==> config.mk <==
export PLATFORM = sky130hd
export DESIGN_NAME = flash_cmd_seq
export DESIGN_NICKNAME = d
export VERILOG_FILES = /design/src/rtl/flash_seq_pkg.sv /design/src/rtl/flash_seq_dp.sv /design/src/rtl/flash_seq_ctrl.sv /design/src/rtl/flash_cmd_seq.sv
export SDC_FILE = /design/constraint.sdc
export NUM_CORES = 1
export LEC_CHECK = 0
export CAP_MARGIN = 10
export CORE_ASPECT_RATIO = 1.75
export CORE_UTILIZATION = 47
export DETAILED_ROUTE_END_ITERATION = 10
export GPL_TIMING_DRIVEN = 0
export HOLD_SLACK_MARGIN = 0.02
export PLACE_DENSITY = 0.76
export SETUP_SLACK_MARGIN = 0.3
export SYNTH_ARGS = -nofsm -noshare
export SYNTH_HDL_FRONTEND = slang
export SYNTH_SLANG_ARGS = --single-unit
==> constraint.sdc <==
create_clock -name clk -period 2.5 [get_ports clk]
set_input_delay 0.5 -clock clk [delete_from_list [all_inputs] [get_ports clk]]
set_output_delay 0.5 -clock clk [all_outputs]
set_load 0.02 [all_outputs]
==> src/rtl/flash_seq_pkg.sv <==
package flash_seq_pkg;

  localparam logic [7:0] CMD_UNLOCK_A = 8'hAA;
  localparam logic [7:0] CMD_UNLOCK_B = 8'h55;
  localparam logic [7:0] CMD_PROGRAM  = 8'hA0;
  localparam logic [7:0] CMD_ERASE    = 8'h80;
  localparam logic [7:0] CMD_SECTOR   = 8'h30;
  localparam logic [7:0] CMD_CHIP     = 8'h10;

  localparam logic [11:0] ADR_UNLOCK_A = 12'h555;
  localparam logic [11:0] ADR_UNLOCK_B = 12'h2AA;

  typedef enum logic [2:0] {
    S_IDLE, S_WSETUP, S_WPULSE, S_WRECOV, S_RLOW, S_RGAP, S_DONE
  } seqState_e;

  typedef enum logic [2:0] {
    PH_SETUP, PH_PULSE, PH_RECOV, PH_READ, PH_GAP
  } phase_e;

  // Strobes from the control FSM to the datapath
  typedef struct packed {
    logic   capture;
    logic   cntLoad;
    phase_e cntSel;
    logic   stepInc;
    logic   tmoClr;
    logic   tmoRun;
    logic   readAddr;
  } dpCtrl_t;

endpackage

==> src/rtl/flash_seq_dp.sv <==
module flash_seq_dp
  import flash_seq_pkg::*;
#(
  parameter int ADDR_W        = 20,
  parameter int SETUP_CYC     = 1,
  parameter int PULSE_CYC     = 3,
  parameter int RECOV_CYC     = 1,
  parameter int READ_CYC      = 5,
  parameter int GAP_CYC       = 1,
  parameter int PROG_TMO_CYC  = 15000,
  parameter int ERASE_TMO_CYC = 400000000
) (
  input  logic              clk,
  input  logic              rstN,
  input  dpCtrl_t           ctl,
  input  logic [1:0]        reqOp,
  input  logic [ADDR_W-1:0] reqAddr,
  input  logic [7:0]        reqData,
  input  logic              dq7In,
  output logic              phDone,
  output logic              lastStep,
  output logic              tmoHit,
  output logic              pollOk,
  output logic [ADDR_W-1:0] busAddr,
  output logic [7:0]        busData
);

  localparam int MAX_A   = (SETUP_CYC > PULSE_CYC) ? SETUP_CYC : PULSE_CYC;
  localparam int MAX_B   = (RECOV_CYC > READ_CYC) ? RECOV_CYC : READ_CYC;
  localparam int MAX_C   = (MAX_A > MAX_B) ? MAX_A : MAX_B;
  localparam int PH_MAX  = (MAX_C > GAP_CYC) ? MAX_C : GAP_CYC;
  localparam int CNT_W   = $clog2(PH_MAX + 1);
  localparam int TMO_MAX = (PROG_TMO_CYC > ERASE_TMO_CYC) ? PROG_TMO_CYC : ERASE_TMO_CYC;
  localparam int TMO_W   = $clog2(TMO_MAX + 1);
  localparam logic [ADDR_W-1:0] ADR_A = ADDR_W'(ADR_UNLOCK_A);
  localparam logic [ADDR_W-1:0] ADR_B = ADDR_W'(ADR_UNLOCK_B);

  logic [ADDR_W-1:0] tgtAddr;
  logic [7:0]        tgtData;
  logic              isErase;
  logic              isChip;
  logic [2:0]        step;
  logic [CNT_W-1:0]  phCnt;
  logic [CNT_W-1:0]  loadVal;
  logic [TMO_W-1:0]  tmoCnt;
  logic [ADDR_W-1:0] romAddr;

  always_ff @(posedge clk) begin
    if (!rstN) begin
      tgtAddr <= '0;
      tgtData <= '0;
      isErase <= 1'b0;
      isChip  <= 1'b0;
    end else if (ctl.capture) begin
      tgtAddr <= reqAddr;
      tgtData <= reqData;
      isErase <= |reqOp;
      isChip  <= reqOp[1];
    end
  end

  always_comb begin
    case (ctl.cntSel)
      PH_SETUP: loadVal = CNT_W'(SETUP_CYC - 1);
      PH_PULSE: loadVal = CNT_W'(PULSE_CYC - 1);
      PH_RECOV: loadVal = CNT_W'(RECOV_CYC - 1);
      PH_READ:  loadVal = CNT_W'(READ_CYC - 1);
      default:  loadVal = CNT_W'(GAP_CYC - 1);
    endcase
  end

  always_ff @(posedge clk) begin
    if (!rstN)                phCnt <= '0;
    else if (ctl.cntLoad)     phCnt <= loadVal;
    else if (phCnt != '0)     phCnt <= phCnt - 1'b1;
  end
  assign phDone = (phCnt == '0);

  always_ff @(posedge clk) begin
    if (!rstN)             step <= '0;
    else if (ctl.capture)  step <= '0;
    else if (ctl.stepInc)  step <= step + 3'd1;
  end
  assign lastStep = (step == (isErase ? 3'd5 : 3'd3));

  always_ff @(posedge clk) begin
    if (!rstN)                               tmoCnt <= '0;
    else if (ctl.tmoClr)                     tmoCnt <= '0;
    else if (ctl.tmoRun && (tmoCnt != '1))   tmoCnt <= tmoCnt + 1'b1;
  end
  assign tmoHit = isErase ? (tmoCnt >= TMO_W'(ERASE_TMO_CYC))
                          : (tmoCnt >= TMO_W'(PROG_TMO_CYC));
  assign pollOk = isErase ? dq7In : (dq7In == tgtData[7]);

  // Command sequence table
  always_comb begin
    romAddr = ADR_A;
    busData = CMD_UNLOCK_A;
    case (step)
      3'd0: begin romAddr = ADR_A; busData = CMD_UNLOCK_A; end
      3'd1: begin romAddr = ADR_B; busData = CMD_UNLOCK_B; end
      3'd2: begin romAddr = ADR_A; busData = isErase ? CMD_ERASE : CMD_PROGRAM; end
      3'd3: begin
        romAddr = isErase ? ADR_A : tgtAddr;
        busData = isErase ? CMD_UNLOCK_A : tgtData;
      end
      3'd4: begin romAddr = ADR_B; busData = CMD_UNLOCK_B; end
      default: begin
        romAddr = isChip ? ADR_A : tgtAddr;
        busData = isChip ? CMD_CHIP : CMD_SECTOR;
      end
    endcase
  end

  assign busAddr = ctl.readAddr ? tgtAddr : romAddr;

endmodule

==> src/rtl/flash_seq_ctrl.sv <==
module flash_seq_ctrl
  import flash_seq_pkg::*;
(
  input  logic    clk,
  input  logic    rstN,
  input  logic    reqValid,
  input  logic    phDone,
  input  logic    lastStep,
  input  logic    tmoHit,
  input  logic    pollOk,
  output logic    reqReady,
  output logic    doneValid,
  output logic    doneErr,
  output logic    csN,
  output logic    weN,
  output logic    oeN,
  output logic    dqOe,
  output dpCtrl_t ctl
);

  seqState_e state, nextState;
  logic      errQ;

  always_comb begin
    nextState = state;
    ctl       = '0;
    case (state)
      S_IDLE: if (reqValid) begin
        ctl.capture = 1'b1;
        ctl.cntLoad = 1'b1;
        ctl.cntSel  = PH_SETUP;
        nextState   = S_WSETUP;
      end
      S_WSETUP: if (phDone) begin
        ctl.cntLoad = 1'b1;
        ctl.cntSel  = PH_PULSE;
        nextState   = S_WPULSE;
      end
      S_WPULSE: if (phDone) begin
        ctl.cntLoad = 1'b1;
        ctl.cntSel  = PH_RECOV;
        nextState   = S_WRECOV;
      end
      S_WRECOV: if (phDone) begin
        ctl.cntLoad = 1'b1;
        if (lastStep) begin
          ctl.tmoClr = 1'b1;
          ctl.cntSel = PH_READ;
          nextState  = S_RLOW;
        end else begin
          ctl.stepInc = 1'b1;
          ctl.cntSel  = PH_SETUP;
          nextState   = S_WSETUP;
        end
      end
      S_RLOW: begin
        ctl.tmoRun   = 1'b1;
        ctl.readAddr = 1'b1;
        if (phDone) begin
          if (pollOk || tmoHit) begin
            nextState = S_DONE;
          end else begin
            ctl.cntLoad = 1'b1;
            ctl.cntSel  = PH_GAP;
            nextState   = S_RGAP;
          end
        end
      end
      S_RGAP: begin
        ctl.tmoRun   = 1'b1;
        ctl.readAddr = 1'b1;
        if (phDone) begin
          ctl.cntLoad = 1'b1;
          ctl.cntSel  = PH_READ;
          nextState   = S_RLOW;
        end
      end
      S_DONE:  nextState = S_IDLE;
      default: nextState = S_IDLE;
    endcase
  end

  always_ff @(posedge clk) begin
    if (!rstN) begin
      state <= S_IDLE;
      errQ  <= 1'b0;
    end else begin
      state <= nextState;
      if (state == S_RLOW && phDone) errQ <= !pollOk;
    end
  end

  assign reqReady  = (state == S_IDLE);
  assign doneValid = (state == S_DONE);
  assign doneErr   = (state == S_DONE) && errQ;
  assign csN       = (state == S_IDLE) || (state == S_DONE);
  assign weN       = (state != S_WPULSE);
  assign oeN       = (state != S_RLOW);
  assign dqOe      = (state == S_WSETUP) || (state == S_WPULSE) || (state == S_WRECOV);

endmodule

==> src/rtl/flash_cmd_seq.sv <==
module flash_cmd_seq
  import flash_seq_pkg::*;
#(
  parameter int ADDR_W        = 20,
  parameter int SETUP_CYC     = 1,
  parameter int PULSE_CYC     = 3,
  parameter int RECOV_CYC     = 1,
  parameter int READ_CYC      = 5,
  parameter int GAP_CYC       = 1,
  parameter int PROG_TMO_CYC  = 15000,
  parameter int ERASE_TMO_CYC = 400000000
) (
  input  logic              clk,
  input  logic              rstN,
  input  logic              reqValid,
  output logic              reqReady,
  input  logic [1:0]        reqOp,
  input  logic [ADDR_W-1:0] reqAddr,
  input  logic [7:0]        reqData,
  output logic              doneValid,
  output logic              doneErr,
  output logic [ADDR_W-1:0] flashAddr,
  output logic [7:0]        flashDqOut,
  output logic              flashDqOe,
  input  logic              flashDq7In,
  output logic              flashCsN,
  output logic              flashWeN,
  output logic              flashOeN
);

  dpCtrl_t ctl;
  logic    phDone, lastStep, tmoHit, pollOk;

  flash_seq_ctrl u_ctrl (
    .clk(clk), .rstN(rstN), .reqValid(reqValid),
    .phDone(phDone), .lastStep(lastStep), .tmoHit(tmoHit), .pollOk(pollOk),
    .reqReady(reqReady), .doneValid(doneValid), .doneErr(doneErr),
    .csN(flashCsN), .weN(flashWeN), .oeN(flashOeN), .dqOe(flashDqOe),
    .ctl(ctl)
  );

  flash_seq_dp #(
    .ADDR_W(ADDR_W), .SETUP_CYC(SETUP_CYC), .PULSE_CYC(PULSE_CYC),
    .RECOV_CYC(RECOV_CYC), .READ_CYC(READ_CYC), .GAP_CYC(GAP_CYC),
    .PROG_TMO_CYC(PROG_TMO_CYC), .ERASE_TMO_CYC(ERASE_TMO_CYC)
  ) u_dp (
    .clk(clk), .rstN(rstN), .ctl(ctl),
    .reqOp(reqOp), .reqAddr(reqAddr), .reqData(reqData), .dq7In(flashDq7In),
    .phDone(phDone), .lastStep(lastStep), .tmoHit(tmoHit), .pollOk(pollOk),
    .busAddr(flashAddr), .busData(flashDqOut)
  );

endmodule

* After elaboration in Yosys (flattened, before gate mapping)
Index checks and enable logic that the tools add are counted.
Operators by class: order comparisons 2, equal/unequal tests 23, $add $sub $neg 3, mux-type cells 37, reductions and logical operators 20, bitwise gates (word level) 1
Operator list (number):
- $mux W20 | 3
- $pmux W20 S3 | 1
- $pmux W8 S4 | 1
- $mux W3 | 10
- $add A29 B1 Y29 const B | 1
- $ge A29 B14 Y1 const B | 1
- $ge A29 B29 Y1 const B | 1
- $ne A29 B29 Y1 const B | 1
- $pmux W4 S6 | 1
- $mux W4 | 5
- $mux W6 | 3
- $pmux W3 S6 | 1
- $eq A3 B2 Y1 const B | 5
- $eq A3 B3 Y1 const B | 4
- $reduce_or A2 Y1 | 6
- $ne A2 B1 Y1 const B | 5
- $eq A3 B1 Y1 const B | 3
- $logic_not A3 Y1 | 3
- $mux W2 | 4
- $mux W8 | 1
- $pmux W3 S2 | 1
- $reduce_and A6 Y1 | 1
- $mux W1 | 5
- $mux W5 | 1
- 13 further kinds | 18
Word-level totals: output and inout bits 35, register bits after elaboration 69, word-level logic and storage cells 95, bits of input ports 34

* Logic depth before layout (Yosys ltp)
depth after elaboration 9, mapped depth 10, gate-level depth less buffers 8

* By module
From an unflattened synthesis, not the netlist that was laid out.
Second synthesis, totals: cells, all modules 478, area, all modules 4102.7 um2
Modules (own cells, without submodules):
- flash_seq_dp | area each 3688.5 um2, cells each 424, seq. area each 1301.2 um2, times used 1
- flash_seq_ctrl | area each 414.1 um2, cells each 54, seq. area each 80.1 um2, times used 1

* Worst setup path before layout
Ideal clock, no wire load.
path type register to output, start reg u_dp.step[2], end out flashAddr[11], data required time 2.000 ns, cell stages (with the launch flop) 10, slack -0.082 ns, path buffers 3, arrival time 2.082 ns, cells stage by stage dfxtp_1 clkbuf_1 inv_1 ha_1 clkbuf_1 nor2_1 o21ai_0 o21ai_0 clkbuf_1 and2_1
Between the ends: word-level cells in the longest chain between the ends 4, elaborated cells on any way between the ends 9, those cells by class eq/ne: 4; mux: 2; reduce/logical: 3
RTL lines:
- start, declared | RTL line flash_seq_dp.sv:42 | logic [2:0] step;
- start signal, assigned | RTL line flash_seq_dp.sv:82 | else if (ctl.stepInc) step <= step + 3'd1;
- $eq A3 B1 Y1 (tied with other cells) | RTL line flash_seq_dp.sv:99 | case (step)
- $reduce_or A2 Y1 (no source line)
- $pmux W20 S3 (*) | RTL line flash_seq_dp.sv:99
- $mux W20 (*) | RTL line flash_seq_dp.sv:115 | assign busAddr = ctl.readAddr ? tgtAddr : romAddr;
- end, declared | RTL line flash_cmd_seq.sv:22 | output logic [ADDR_W-1:0] flashAddr,
Mark *: on every way between the ends. The rest lies on a longest branch, timed or not.

* Worst setup path in the final report
start reg u_dp.step[1], end out flashAddr[10]
The elaborated chain is that of the path after synthesis.

==> results by group <==
Outcome
  • Status: finished with violations
  • Failing checks: setup timing

STA
  • PnR worst setup slack: -154 ps
  • Hold Vio Cnt, Final: 0
  • Slew margin rel.: 0.628
  • RSZ-0062 raised after global routing: yes
  • Fin Clk Skew: roughly 4.8 ps
  • Setup violations, final: 20
  • Crit path time final: 2650 ps
  • Setup_tns: -2080 ps
  • Tcrit/Tclk final: 1.06
  • Fmax: around 0.38 GHz
  • Slew Limit Fails: 0
  • Worst-Margin Slew: 553 ps

Synthesis
  • Post-synthesis sequential area ratio: 0.372
  • Post-Synthesis Cell Area: about 3700 um^2
  • Async set-reset flop share out of synthesis: 0
  • Syn Nets: ~530
  • Per-instance average area after synthesis: between 7 and 8 um^2
  • Synth Instances: just under 500
  • Count of cell types in the netlist: 48
  • Dominant synthesized flop cell: dfxtp_1
  • Number of flops mapped to enable cells by yosys: 0
  • FF+latch count, synth: about 70
  • Yosys warnings: 0

Layout
  • Nets: 643
  • Share of cells above drive strength 1: 0.299
  • Area Overhead vs Synth: 53.2%
  • ANT cells: 0
  • Post-Route Utilization: 0.746
  • Most common cell after layout, fill and taps aside: nand2_1
  • Finished Layout Cells: between 600 and 700
  • Most frequent cells in the layout: 86 x nand2_1, 54 x dfxtp_1, 50 x nor2_1, 33 x buf_4, 33 x clkdlybuf4s50_1

Worst setup path
  • CP required: around 2000 ps
  • CP max FO: 5
  • Critical path type: flop to output port
  • Crit end category: output port
  • Critical path launch point type: flop
  • Worst path arrival time: roughly 2200 ps

Global routing
  • GRT Resource Usage Total: 0.288
  • Vias in the first global route: 4006
  • First-pass GRT wire length: 18800 um
  • Largest net degree at the start of global routing: 12
  • Initial antenna violation count: 0
  • Overflow after GRT: 0

Placed design
  • Dpl ws: -710 ps
  • Port bufs: about 70
  • Placed Cells: between 600 and 700
  • HPWL after DPL: 7670 um
  • Final GP Congestion: about 0.85

Drt
  • DRT iter0 DRCs: roughly 290
  • DR vias: between 4000 and 5000
  • DR WL/cell: 18.6 um
  • Drt total wl: 12900 um
  • Via density: approximately 6
  • Final ANT Viol Nets: 0
  • Drt drc: 0
  • Total iterations of the first detailed-routing run: 6

Clock tree
  • Num CTS Buffers: 9
  • Bufs on Longest Clock Path: 2
  • CTS tree: done
  • H-tree Lvls: 3
  • Reg clk slew, reported paths: roughly 60 ps
  • Sink Count: 69
  • Clock Latency Late Sink: 340 ps
  • CTS Root Cell: clkbuf_16

Floorplanning
  • Area of the core: about 7600 um^2
  • Die ar.: between 8000 and 9000 um^2
  • Boundary Pins: 69
  • Initial core utilization: 0.487
  • Die Width: roughly 69 um
  • Floorplan row count: 42
  • Die H: about 120 um

Power
  • LEAKAGE: ~2.3 nW
  • Pwr Density: about 600 nW/um^2
  • Tot Pwr: ~3.4 mW
  • VDD IR max: ~0.00039 V

Job
  • MaxCap Viol Count: 0

Worst hold path
  • Worst Hold Class: flop to flop
stage by stage:
step / hold WS (ps) / instance area [um^2]
after floorplan: 439 / 3820
after global placement: 447 / 4610
after detailed placement: 454 / 4610
after CTS: 462 / 5290
after global routing: 490 / 5690
final: 464 / 5690
synthesized netlist by cell type, drive strengths merged (2+ instances only):
library cell	n	area share
and3	7	0.012
nor3b	2	0.0040
nand2b	7	0.012
o211ai	2	0.0040
nand3	9	0.012
a211oi	2	0.0040
nor2	60	0.061
or4	5	0.011
nand4	12	0.020
o21ai	12	0.016
inv	14	0.014
nor3	14	0.019
and2	13	0.022
dfxtp	69	0.37
ha	9	0.030
mux2i	2	0.0054
a21o	10	0.020
and4	2	0.0047
xor2	2	0.0047
xnor2	28	0.066
nor2b	2	0.0034
nor4b	2	0.0064
o21a	2	0.0040
or3	4	0.0067
clkbuf	24	0.024
or2	2	0.0034
nand2	87	0.089
buf	4	0.0051
a21oi	15	0.020
nor4	16	0.031
a21boi	31	0.063
routing by layer:
layer / vias up / GRT usage / wire length, um
met5: - / 0 / 0
met4: 0 / 0.203 / 955
met3: 79 / 0.0630 / 641
met2: 195 / 0.542 / 7030
met1: 1909 / 0.268 / 4280
li1: 1892 / - / -
area by class of cell:
type                       instances  area [um^2]
fill                             534         1930
timing repair buffer             107         1000
buffer                            28          216
sequential                        69         1430
tap                               88          110
clock buffer                      12          267
clock inverter                     4         45.0
inverter                          14         63.8
multi-input combinational        371         2560
final timing paths:
check,from,endpoint,slack (ps),cells past startpoint
max,u_dp.step[1],flashAddr[10],-150,8
min,u_dp.tgtAddr[14],u_dp.tgtAddr[14],460,2
max reg2reg,u_dp.tmoCnt[8],u_dp.tmoCnt[22],130,10
min reg2reg,u_dp.tgtAddr[14],u_dp.tgtAddr[14],460,2
registers in the layout (all words and copies together), names as in the netlist, 3 cells and up:
name,cells
u_dp.step,3
u_dp.tmoCnt,29
u_dp.tgtData,8
u_dp.tgtAddr,20
u_dp.phCnt,3
u_ctrl.state,3
worst max-delay path: stages (launching register included):
cell and delay, ps:
dfxtp_4 390, inv_4 60, ha_4 190, nor2_4 140
nor2_4 50, buf_6 110, or4_4 540, a21o_1 210
buf_6 130
power by group:
part           switching (mW)  total [mW]  internal, mW
Combinational           0.517       0.865         0.348
Sequential             0.0628        1.24          1.18
Clock                   0.487        1.33         0.848
cells by family (layout without fill, tap and decap cells):
logic type / Yosys count / in the layout / share of synthesized area
muxes: 3 / 3 / 0.00843
DFF: 69 / 69 / 0.372
and+or+nand+nor: 244 / 244 / 0.317
adders and majority gates: 9 / 9 / 0.0303
buffers and inverters: 42 / 165 / 0.0435
xor gates and xnor gates: 30 / 30 / 0.0708
AOI/OAI and AO/OA: 85 / 85 / 0.158
timing repair:
| action | in CTS | in global routing |
|---|---|---|
| gates cloned | 1 | 2 |
| setup buffers | 18 | 18 |
| pin swaps | 35 | 33 |
| gates resized for setup | 190 | 86 |
| endpoints found under the setup margin | 75 | 73 |
| hold buffers | 0 | 0 |
No activity file was read; power rests on OpenSTA's default activity.
